==> src/rtl/pwm8_pkg.sv <==
package pwm8_pkg;

  localparam int CW     = 8;   // counter and compare width
  localparam int NTAP   = 3;   // number of prescaled tick sources
  localparam int SEL_W  = 2;   // width of the select fields

  typedef enum logic [SEL_W-1:0] {
    TSRC_NONE  = 2'b00,
    TSRC_DIV1  = 2'b01,
    TSRC_DIV4  = 2'b10,
    TSRC_DIV16 = 2'b11
  } tick_src_e;

  // Exponent of the period for a period code; code 0 falls back to full width.
  function automatic int period_exp(input logic [SEL_W-1:0] code, input int w);
    case (code)
      2'b01:   period_exp = w - 2;
      2'b10:   period_exp = w - 1;
      default: period_exp = w;
    endcase
  endfunction

  // Last count value before the wrap, i.e. 2^n - 1.
  function automatic int period_last(input logic [SEL_W-1:0] code, input int w);
    period_last = (1 << period_exp(code, w)) - 1;
  endfunction

endpackage

==> src/rtl/pwm8_tick_sel.sv <==
module pwm8_tick_sel
  import pwm8_pkg::*;
#(
  parameter int N = NTAP
) (
  input  logic [N-1:0]     taps,
  input  logic [SEL_W-1:0] sel,
  input  logic             run,
  output logic             tick_en
);

  logic [N:0] src_vec;  // index 0 is the "no source" slot

  assign src_vec[0] = 1'b0;

  generate
    for (genvar g = 0; g < N; g++) begin : g_tap
      assign src_vec[g+1] = taps[g];
    end
  endgenerate

  always_comb begin
    tick_en = 1'b0;
    if (run && (int'(sel) <= N)) tick_en = src_vec[sel];
  end

endmodule

==> src/rtl/pwm8_counter.sv <==
module pwm8_counter
  import pwm8_pkg::*;
#(
  parameter int W = CW
) (
  input  logic             clk,
  input  logic             rst_n,
  input  logic             run,
  input  logic             tick_en,
  input  logic [SEL_W-1:0] per_sel,
  input  logic [W-1:0]     cmp,
  output logic [W-1:0]     cnt,
  output logic             ovf_ev,
  output logic             match_ev
);

  logic [W-1:0] last_val;
  logic         at_end;
  logic [W-1:0] nxt;

  always_comb begin
    last_val = W'(period_last(per_sel, W));
    // ">=" so that a period shortened while counting still wraps at once
    at_end   = (cnt >= last_val);
    nxt      = at_end ? '0 : cnt + 1'b1;
    ovf_ev   = tick_en && at_end;
    match_ev = tick_en && (nxt == cmp);
  end

  always_ff @(posedge clk) begin
    if (!rst_n)       cnt <= '0;
    else if (!run)    cnt <= '0;
    else if (tick_en) cnt <= nxt;
  end

endmodule

==> src/rtl/pwm8_cmp_reg.sv <==
module pwm8_cmp_reg
  import pwm8_pkg::*;
#(
  parameter int W = CW
) (
  input  logic         clk,
  input  logic         rst_n,
  input  logic         wr_en,
  input  logic [W-1:0] wr_data,
  input  logic         buf_en,
  input  logic         ovf_ev,
  output logic [W-1:0] cmp_q,
  output logic [W-1:0] hold_q
);

  logic         load_direct;
  logic         load_shift;

  always_comb begin
    load_direct = wr_en && !buf_en;
    load_shift  = ovf_ev && buf_en;
  end

  always_ff @(posedge clk) begin
    if (!rst_n) begin
      hold_q <= '0;
    end else if (wr_en) begin
      hold_q <= wr_data;
    end
  end

  // The shift uses the holding value from before a same-cycle write.
  always_ff @(posedge clk) begin
    if (!rst_n) begin
      cmp_q <= '0;
    end else if (load_direct) begin
      cmp_q <= wr_data;
    end else if (load_shift) begin
      cmp_q <= hold_q;
    end
  end

endmodule

==> src/rtl/pwm8_out_ff.sv <==
module pwm8_out_ff (
  input  logic clk,
  input  logic rst_n,
  input  logic ff_en,
  input  logic ovf_ev,
  input  logic match_ev,
  output logic toggle,
  output logic pwm_out,
  output logic ovf_irq
);

  // One inversion even when both events coincide.
  assign toggle = ff_en && (ovf_ev || match_ev);

  always_ff @(posedge clk) begin
    if (!rst_n) begin
      pwm_out <= 1'b0;
      ovf_irq <= 1'b0;
    end else begin
      if (toggle) pwm_out <= ~pwm_out;
      ovf_irq <= ovf_ev;
    end
  end

endmodule

==> src/rtl/pwm8_timer.sv <==
module pwm8_timer
  import pwm8_pkg::*;
#(
  parameter int W = CW
) (
  input  logic             clk,
  input  logic             rst_n,
  input  logic             run,
  input  logic             tick_div1,
  input  logic             tick_div4,
  input  logic             tick_div16,
  input  logic [SEL_W-1:0] clk_sel,
  input  logic [SEL_W-1:0] per_sel,
  input  logic             buf_en,
  input  logic             ff_en,
  input  logic             wr_en,
  input  logic [W-1:0]     wr_data,
  output logic             pwm_out,
  output logic             ovf_irq
);

  // Named internal events, visible to the bound checker.
  logic [NTAP-1:0] taps;
  logic            tick_en;
  logic [W-1:0]    cnt;
  logic [W-1:0]    cmp_q;
  logic [W-1:0]    hold_q;
  logic            ovf_ev;
  logic            match_ev;
  logic            toggle;

  assign taps = {tick_div16, tick_div4, tick_div1};

  pwm8_tick_sel #(.N(NTAP)) u_tick (
    .taps    (taps),
    .sel     (clk_sel),
    .run     (run),
    .tick_en (tick_en)
  );

  pwm8_counter #(.W(W)) u_cnt (
    .clk      (clk),
    .rst_n    (rst_n),
    .run      (run),
    .tick_en  (tick_en),
    .per_sel  (per_sel),
    .cmp      (cmp_q),
    .cnt      (cnt),
    .ovf_ev   (ovf_ev),
    .match_ev (match_ev)
  );

  pwm8_cmp_reg #(.W(W)) u_cmp (
    .clk     (clk),
    .rst_n   (rst_n),
    .wr_en   (wr_en),
    .wr_data (wr_data),
    .buf_en  (buf_en),
    .ovf_ev  (ovf_ev),
    .cmp_q   (cmp_q),
    .hold_q  (hold_q)
  );

  pwm8_out_ff u_out (
    .clk      (clk),
    .rst_n    (rst_n),
    .ff_en    (ff_en),
    .ovf_ev   (ovf_ev),
    .match_ev (match_ev),
    .toggle   (toggle),
    .pwm_out  (pwm_out),
    .ovf_irq  (ovf_irq)
  );

endmodule

==> config.mk <==
export PLATFORM = sky130hd
export DESIGN_NAME = pwm8_timer
export DESIGN_NICKNAME = d
export VERILOG_FILES = /design/src/rtl/pwm8_pkg.sv /design/src/rtl/pwm8_tick_sel.sv /design/src/rtl/pwm8_counter.sv /design/src/rtl/pwm8_cmp_reg.sv /design/src/rtl/pwm8_out_ff.sv /design/src/rtl/pwm8_timer.sv
export SDC_FILE = /design/constraint.sdc
export NUM_CORES = 1
export LEC_CHECK = 0
export ABC_AREA = 1
export CORE_MARGIN = 2
export CORE_UTILIZATION = 50
export CTS_CLUSTER_DIAMETER = 40
export DETAILED_ROUTE_END_ITERATION = 8
export PLACE_DENSITY = 0.85
export SETUP_SLACK_MARGIN = 0.05
export SYNTH_ARGS = -nofsm -noshare
export SYNTH_HDL_FRONTEND = slang
export SYNTH_SLANG_ARGS = --single-unit
==> constraint.sdc <==
create_clock -name clk -period 2.9 [get_ports clk]
set_input_delay 0.29 -clock clk [delete_from_list [all_inputs] [get_ports clk]]
set_output_delay 0.29 -clock clk [all_outputs]
set_load 0.05 [all_outputs]
* Word level (Yosys, flattened, before mapping)
Index checks and enable logic that the tools add are counted.
** Operators by class
- Add/subtract/negate cells :: 2
- $lt $le $gt $ge :: 2
- Equality and inequality tests :: 3
- Shift operators :: 1
- Muxes and demuxes :: 7
- Bitwise gates (word level) :: 1
- Reductions and logical operators :: 9
** Operators with widths (number)
- $mux W8 :: 3
- $add A8 B1 Y8 const B :: 1
- $eq A8 B8 Y1 :: 1
- $ge A8 B8 Y1 :: 1
- $pmux W4 S2 :: 1
- $shl A1 B4 Y8 const A :: 1
- $sub A8 B2 Y8 const B :: 1
- $logic_and A1 B1 Y1 :: 5
- $lt A2 B3 Y1 const B :: 1
- $bmux W1 S2 :: 1
- $eq A2 B1 Y1 const B :: 1
- $eq A2 B2 Y1 const B :: 1
- $mux W1 :: 2
- $reduce_and A2 Y1 :: 1
- $reduce_bool A2 Y1 :: 1
- $logic_not A1 Y1 :: 1
- $logic_or A1 B1 Y1 :: 1
- $not A1 Y1 :: 1
** Word-level totals
- Flip-flop bits (word level) :: 26
- Input port bits :: 21
- Output and inout port bits :: 2
- Logic and storage cells :: 30

* Logic depth before layout (Yosys ltp)
Gate-level depths: netlist (run 1).
- Depth in word-level cells :: 10
- Depth in mapped cells :: 19
- Mapped depth without buffers :: 18

* Cells and area by module
Synthesis (run 1) repeated with hierarchy kept, for this count alone.
** Second synthesis, totals
- Cell total of the unflattened synthesis :: 264
- Area total of the unflattened synthesis :: 1722.9 um^2
** By module, submodules not included
- pwm8_counter :: instances 1, cells an instance 135, area each 823.3 um^2, sequential area each 160.2 um^2
- pwm8_cmp_reg :: instances 1, cells an instance 106, area each 759.5 um^2, sequential area each 320.3 um^2
- pwm8_out_ff :: instances 1, cells an instance 14, area each 88.8 um^2, sequential area each 40.0 um^2
- pwm8_tick_sel :: instances 1, cells an instance 9, area each 51.3 um^2, sequential area each 0.0 um^2

* Worst setup path before layout (run 1)
Ideal clock, no wire load.
- Path kind :: input to register
- From :: input port per_sel[0]
- To :: register u_out.pwm_out
- Setup time :: 0.115 ns
- Arrival :: 2.025 ns
- Data required time :: 2.785 ns
- Path slack :: 0.760 ns
- Stages :: 19
- Path buffers :: 1
- Cells stage by stage :: inv_1 ha_1 inv_1 ha_1 nand2_1 nand2_1 a21oi_4 clkbuf_4 nand3_2 nand2_1 nand2_1 nor2_1 nand2_1 nor2_1 nand2_1 nand2_2 nand3_1 nand2_1 nor2_1
** On the way
- Cells in the longest elaborated chain, start to end :: 10
- Elaborated cells on any way between the ends :: 12
- Classes of those cells :: 1 x add/sub; 1 x order compare; 3 x eq/ne; 1 x shift; 2 x mux; 4 x reduce/logical
** RTL lines
- start: declaration :: RTL line pwm8_timer.sv:13 : input logic [SEL_W-1:0] per_sel,
- $eq A2 B2 Y1 or $eq A2 B1 Y1 (tied branches) :: RTL line pwm8_pkg.sv:16 : case (code)
- $pmux W4 S2 * :: RTL line pwm8_pkg.sv:16
- $shl A1 B4 Y8 * :: RTL line pwm8_pkg.sv:25 : period_last = (1 << period_exp(code, w)) - 1;
- $sub A8 B2 Y8 * :: RTL line pwm8_pkg.sv:25
- $ge A8 B8 Y1 * :: RTL line pwm8_counter.sv:24 : at_end = (cnt >= last_val);
- $mux W8 :: RTL line pwm8_counter.sv:25 : nxt = at_end ? '0 : cnt + 1'b1;
- $eq A8 B8 Y1 :: RTL line pwm8_counter.sv:27 : match_ev = tick_en && (nxt == cmp);
- $logic_and A1 B1 Y1 :: RTL line pwm8_counter.sv:27
- $logic_or A1 B1 Y1 * :: RTL line pwm8_out_ff.sv:13 : assign toggle = ff_en && (ovf_ev || match_ev);
- $logic_and A1 B1 Y1 * :: RTL line pwm8_out_ff.sv:13
- end signal: assignment :: RTL line pwm8_out_ff.sv:20 : if (toggle) pwm_out <= ~pwm_out;
- end: declaration :: RTL line pwm8_out_ff.sv:8 : output logic pwm_out,
Mark *: on every way between the ends. The rest lies on a longest branch, timed or not.
A chain may end at the register's enable or synchronous reset.

* Worst setup path in the final report (run 1)
Ends and elaborated chain as after synthesis.

==> reports/metrics.yaml, run 1 <==
antenna_cells: 0
clk_path_buf_depth: 2
fillers: 294
wl_per_cell_microns: 10.2
crit_top_cell: "nand2_1"
yosysMostFrequentCell: "nand2_1"
postCtsSetupBuffers: 0
via_count: 1464
yosysTopAreaCellShare: 0.327
antenna_found_initial: 0
grt_pass1_vias: 1270
portBuffers: 22
rsz0062_at_grt: "false"
placedCellCount: 291
setup.worst_path.class: "input port to flip-flop"
hold_path.startpoint: "u_cmp.cmp_q[4]"
maxCapViolCount: 0
syn_inst: 230
reg2reg_to: "u_out.pwm_out"
seq_area_frac_synth: 0.327
finalClockSkew_ps: 3.85
whs_path_depth: 2
cts_max_level: 1
fin_cells: 295
grt_pass1_wl_microns: 5310
slowest_stage: "clkdlybuf4s50_1"
start_util: 0.525
r2r_slack_ps: 800
std_cell_rows: 20
gp_congestion: 0.838
globalRouteTotalUtil: 0.191
period_share: 0.848
cts_buffers: 3
holdCritPathClass: "flip-flop to flip-flop"
min_period_ps: 2460
cpPeakStageDelay_ps: 480
r2r_start: "u_cnt.cnt[0]"
synth_ff_type: "dfxtp_1"
drc: 0
grt_max_degree: 20
hold_viol_final: 0
crit_fanout: 9
clkTransAtPathRegs_ps: 140
ant_nets: 0
coreArea_sq_um: 3030
netlist-cell-type-count: 24
cp.required_ps: 3140
setup_viol: 0
syn_area_sq_um: 1590
synth-edff-count: 0
synth_top_area_cell: "dfxtp_1"
drtIter0Drc: 42
holdPathEnd: "u_cmp.cmp_q[4]"
final_area_sq_um: 1880
crit_chain: "clkdlybuf4s50_1, inv_1, ha_1, inv_1, ha_1, nand2_1, nand2_1, a21oi_4, nand2_2, inv_1, nand3_1, nand2_1, nand2_1, nor2_1, nand2_1, nand2_2, nand3_1, nand2_1, nor2_1"
postPlaceCellArea_sq_um: 1830
crit_arrival_ps: 2700
tns_ps: 0
p_total_mw: 0.765
routed_via_density: 4.96
cts_num_sinks: 26
power_density_nw_per_um2: 406
slew_viol_final: 0
die_h_microns: 60.4
fin_nets: 281
status: "finished clean"
ios: 23
reg2reg_depth: 17
syn2layout_area_growth_pct: 18.5
die_x_microns: 60.4
end_kind: "flip-flop"
p_leak_nw: 0.865
hold_slack_ps: 497
dieArea_sq_um: 3650
synth_common_cells: "41 x nand2_1, 38 x inv_1, 26 x dfxtp_1"
cts_resized: 0
async_flop_share: 0
ys_ff_latch: 26
synth_area_leaders: "dfxtp_1 33%, nand2_1 9.7%, inv_1 9.0%"
drt_first_pass_iters: 4
clk_latency_ps: 330
fmax_mhz: 407
drt_wl_total_microns: 3010
drive_above_1_share: 0.0717
tritoncts: "done"
worstSetupStartpointType: "input port"
dp_hpwl_microns: 2310
ir_drop_mv: 0.256
gr-total-overflow: 0
synth.avg_cell_area_sq_um: 6.91
cts_hold_buf: 0
ys_warn_count: 0
root_buffer: "clkbuf_4"
-- sequential cells by signal (all words and copies together) (netlist names) --
signal and count:
u_cmp.cmp_q 8, u_cmp.hold_q 8, u_cnt.cnt 8, u_out.ovf_irq 1, u_out.pwm_out 1
-- cells by family (layout without fill, tap and decap cells) --
| kind of cell | count (synthesis) | in the layout | share of synthesized area |
|---|---|---|---|
| AO/OA/AOI/OAI | 54 | 54 | 0.201 |
| adder cells (fa/ha/maj) | 8 | 8 | 0.0629 |
| XOR/XNOR | 1 | 1 | 0.00551 |
| flip-flops | 26 | 26 | 0.327 |
| other | 1 | 2 | 0.00236 |
| AND/OR/NAND/NOR | 91 | 91 | 0.268 |
| buffers and inverters | 49 | 69 | 0.132 |
-- metal layers --
metal,vias to the layer above,wire (microns),GRT usage
met2,22,1380,0.314
met3,4,76,0.0192
met5,-,0,0
li1,801,-,-
met4,0,57,0.0857
met1,637,1500,0.255
-- cell type report --
type,count,area [sq um],share of cell area
multi-input cells,156,863,0.458
flip-flops and latches,26,520,0.276
repair buffers,25,243,0.129
inverters,40,150,0.0797
well taps,44,55.1,0.0292
clock inverters,1,30.0,0.0159
clock buffers,3,22.5,0.0120
-- stage by stage --
| stage | util | setup WS, ps |
|---|---|---|
| floorplan | - | 760 |
| global placement | 0.605 | 123 |
| detailed placement | 0.605 | 81.8 |
| CTS | 0.622 | 419 |
| global route | 0.622 | 246 |
| finish | 0.622 | 441 |
-- power breakdown --
part	switching, mW	total (mW)	internal [mW]
Sequential	0.0126	0.389	0.376
Combinational	0.0648	0.123	0.0581
Clock	0.114	0.253	0.140
Total	0.191	0.765	0.574
-- worst max-delay path by stage --
stage | depth (start not counted) | slack (ps) | end | start
after floorplan | 19 | 760 | u_out.pwm_out | per_sel[0]
after global placement | 19 | 120 | u_out.pwm_out | per_sel[0]
after detailed placement | 19 | 80 | u_out.pwm_out | per_sel[0]
after CTS | 19 | 420 | u_out.pwm_out | per_sel[0]
after global routing | 17 | 250 | u_out.pwm_out | per_sel[0]
final | 19 | 440 | u_out.pwm_out | per_sel[0]
-- critical path: cells and delay by family --
kind | cells | cell delay, ps
AOI/OAI and AO/OA | 1 | 270
adders and majority gates | 2 | 550
and+or+nand+nor | 12 | 940
buffers and inverters | 4 | 650
-- placed cells by master, fill, tap and decap left out, types with 2 or more instances in the layout --
master            n
nand2_1          41
a21oi_1          19
conb_1            2
dfxtp_1          26
nand3_1          10
inv_2             2
o21ai_0          18
ha_1              8
inv_1            38
a211oi_1         14
nand2_2           3
clkdlybuf4s50_1  22
nand3_2           3
nand4_1          11
nor2_1           21
clkbuf_4          3
buf_4             3
Note: power is estimated with default switching activity, not from simulation.
==> run 2: changes to the inputs <==
--- a/config.mk
+++ b/config.mk
@@ -7,10 +7,10 @@
 export LEC_CHECK = 0
 export ABC_AREA = 1
 export CORE_MARGIN = 2
-export CORE_UTILIZATION = 50
+export CORE_UTILIZATION = 48
 export CTS_CLUSTER_DIAMETER = 40
 export DETAILED_ROUTE_END_ITERATION = 8
-export PLACE_DENSITY = 0.85
+export PLACE_DENSITY = 0.86
 export SETUP_SLACK_MARGIN = 0.05
 export SYNTH_ARGS = -nofsm -noshare
 export SYNTH_HDL_FRONTEND = slang
==> constraint.sdc (replaced) <==
create_clock -name clk -period 2 [get_ports clk]
set_input_delay 0.2 -clock clk [delete_from_list [all_inputs] [get_ports clk]]
set_output_delay 0.2 -clock clk [all_outputs]
set_load 0.05 [all_outputs]
==> reports/metrics.yaml, run 2 (synthesis results as in run 1) <==
status: "finished clean"
min_period_ps: 1920
ios: 23  # unchanged
swShare: 0.274  # +0.0248
drt_wl_total_microns: 3520  # +17%
slew_viol_final: 0  # unchanged
grt_pass1_wl_microns: 6020  # +13%
die_x_microns: 61.6  # +1.9%
rsz0062_at_grt: "true"
drive_above_1_share: 0.236  # +0.165
slowest_stage: "dfxtp_2"
r2r_start: "u_cnt.cnt[7]"
drc: 0  # unchanged
grt_max_degree: 17  # -15%
via_count: 1617  # +10%
coreArea_sq_um: 3100  # +2.5%
holdCritPathClass: "input port to flip-flop"
p_sw_mw: 0.291  # +52%
portBuffers: 22  # unchanged
finalClockSkew_ps: 4.58  # +0.730 ps
die_h_microns: 61.6  # +1.9%
gp_congestion: 0.827  # -1.3%
crit_arrival_ps: 2160  # -540 ps
antenna_cells: 0  # unchanged
gr-total-overflow: 0  # unchanged
reg2reg_depth: 16  # -1
pwr-share-comb: 0.215  # +0.054
period_share: 0.959
reg2reg_to: "u_out.pwm_out"
syn2layout_area_growth_pct: 37.1
clk_latency_ps: 330  # about the same
holdPathEnd: "u_cmp.hold_q[4]"
maxCapViolCount: 0  # unchanged
grt_pass1_vias: 1481  # +17%
crit_top_cell: "nand2_2"
dp_hpwl_microns: 2500  # +8.2%
final_cell_mix: "36 x inv_1, 36 x nand2_1, 23 x buf_4, 23 x dfxtp_1, 20 x clkdlybuf4s50_1"
drt_first_pass_iters: 4  # unchanged
power_density_nw_per_um2: 486  # +20%
routed_via_density: 5.07  # +2.1%
end_kind: "flip-flop"
fin_cells: 319  # +8.1%
wl_per_cell_microns: 11.0  # +8.1%
setup_viol: 0  # unchanged
cpPeakStageDelay_ps: 380  # -100 ps
tritoncts: "done"
crit_fanout: 5  # -4
start_util: 0.512  # -0.0127
std_cell_rows: 20  # unchanged
fillers: 267  # -9.2%
whs_path_depth: 3  # +1
drt-met1-wl_microns: 1550  # +3.6%
dr_wl_met2_microns: 1790  # +30%
root_buffer: "clkbuf_4"
placedCellCount: 309  # +6.2%
power.internal_mw: 0.769  # +34%
place_ws_ps: -681  # -763 ps
hold_viol_final: 0  # unchanged
cts_max_level: 1  # unchanged
cp.required_ps: 2240  # -900 ps
hold_path.startpoint: "wr_data[4]"
clockPowerShare: 0.254  # -0.077
ir_drop_mv: 0.455  # +78%
top_regs: "u_cmp.cmp_q: 8 flops, u_cmp.hold_q: 8 flops, u_cnt.cnt: 8 flops"
power_frac_seq: 0.531  # +0.023
globalRouteTotalUtil: 0.208  # +0.0174
p_leak_nw: 1.01  # +17%
drtIter0Drc: 66  # +57%
antenna_found_initial: 0  # unchanged
cts_num_sinks: 26  # unchanged
p_total_mw: 1.06  # +39%
clk_path_buf_depth: 2  # unchanged
crit_chain: "ha_4, nand2_2, nand2_2, a21oi_4, buf_12, nand3_4, nand2_2, nand2_2, nor2_2, nand2_1, nor2_1, nand2_1, nand2_2, nand3_2, nand2_1, nor2_1"
fin_ws_ps: 82.1  # -359 ps
r2r_slack_ps: 80  # -720 ps
cts_buffers: 3  # unchanged
met3WireLength_microns: 117  # +54%
fin_nets: 305  # +8.5%
clkTransAtPathRegs_ps: 140  # about the same
dieArea_sq_um: 3790  # +3.9%
fmax_mhz: 521
worstSetupStartpointType: "flip-flop"
setup.worst_path.class: "flip-flop to flip-flop"
top_layer: "met4"
cts_hold_buf: 0  # unchanged
ant_nets: 0  # unchanged
## run 2: changes by cell type in the layout (fill, tap and decap cells not counted), moves of 3 or more
cell | previous run | this run
a211oi_2 | 0 | 3
nand2_2 | 3 | 8
nand2_1 | 41 | 36
a211oi_1 | 14 | 11
dfxtp_1 | 26 | 23
nand3_1 | 10 | 7
buf_4 | 3 | 23
## run 2: power groups by stage
stage / Sequential (mW) / Combinational (mW) / Clock, mW
global route: 0.567 / 0.256 / 0.295
floorplan: 0.571 / 0.124 / 0
CTS: 0.563 / 0.216 / 0.274
detailed placement: 0.574 / 0.210 / 0
finish: 0.563 / 0.228 / 0.269
global placement: 0.573 / 0.204 / 0
## run 2: worst max-delay path, delay by kind of cell (launching register included)
family	cells	cell delay, ps
and+or+nand+nor	13	910
buffers and inverters	1	150
AOI/OAI and AO/OA	1	180
adders and majority gates	1	200
DFF	1	380
## run 2: what timing repair did
action | in CTS | in global routing
setup endpoints to repair | 12 | 5
pin swaps | 11 | 10
cloned | 2 | 0
resized for setup | 15 | 16
setup buffers | 1 | 4
## run 2: cell type report
class                      instances  area [sq um]  area share
clock buffer                       4          36.3      0.0166
multi-input combinational        157           967       0.444
timing repair buffer              48           434       0.199
sequential                        26           527       0.242
inverter                          40           160      0.0735
tap                               44          55.1      0.0253
## run 2: per-layer routing
| layer | vias to the layer above | GRT usage |
|---|---|---|
| li1 | 842 | - |
| met1 | 736 | 0.260 |
| met2 | 32 | 0.371 |
| met3 | 7 | 0.0273 |
| met4 | 0 | 0.0638 |
| met5 | - | 0 |
## run 2: through the flow
stage / util / hold slack [ps] / cell area (sq um) / TNS (ps)
after floorplan: - / 331 / 1640 / 0
after global placement: 0.652 / 472 / 2020 / -6780
after detailed placement: 0.652 / 472 / 2020 / -7600
after CTS: 0.682 / 411 / 2120 / 0
after global routing: 0.702 / 440 / 2180 / -66.2
final: 0.702 / 413 / 2180 / 0
## run 2: worst max path at each step
stage | slack [ps] | start | end | cells past startpoint
2_1_floorplan | 40 | per_sel[0] | u_out.pwm_out | 19
3_3_place_gp | -630 | per_sel[0] | u_out.pwm_out | 20
3_5_place_dp | -680 | per_sel[0] | u_out.pwm_out | 19
4_1_cts | 50 | u_cnt.cnt[7] | u_out.pwm_out | 17
5_1_grt | -70 | u_cnt.cnt[7] | u_out.pwm_out | 16
6_report | 80 | u_cnt.cnt[7] | u_out.pwm_out | 16
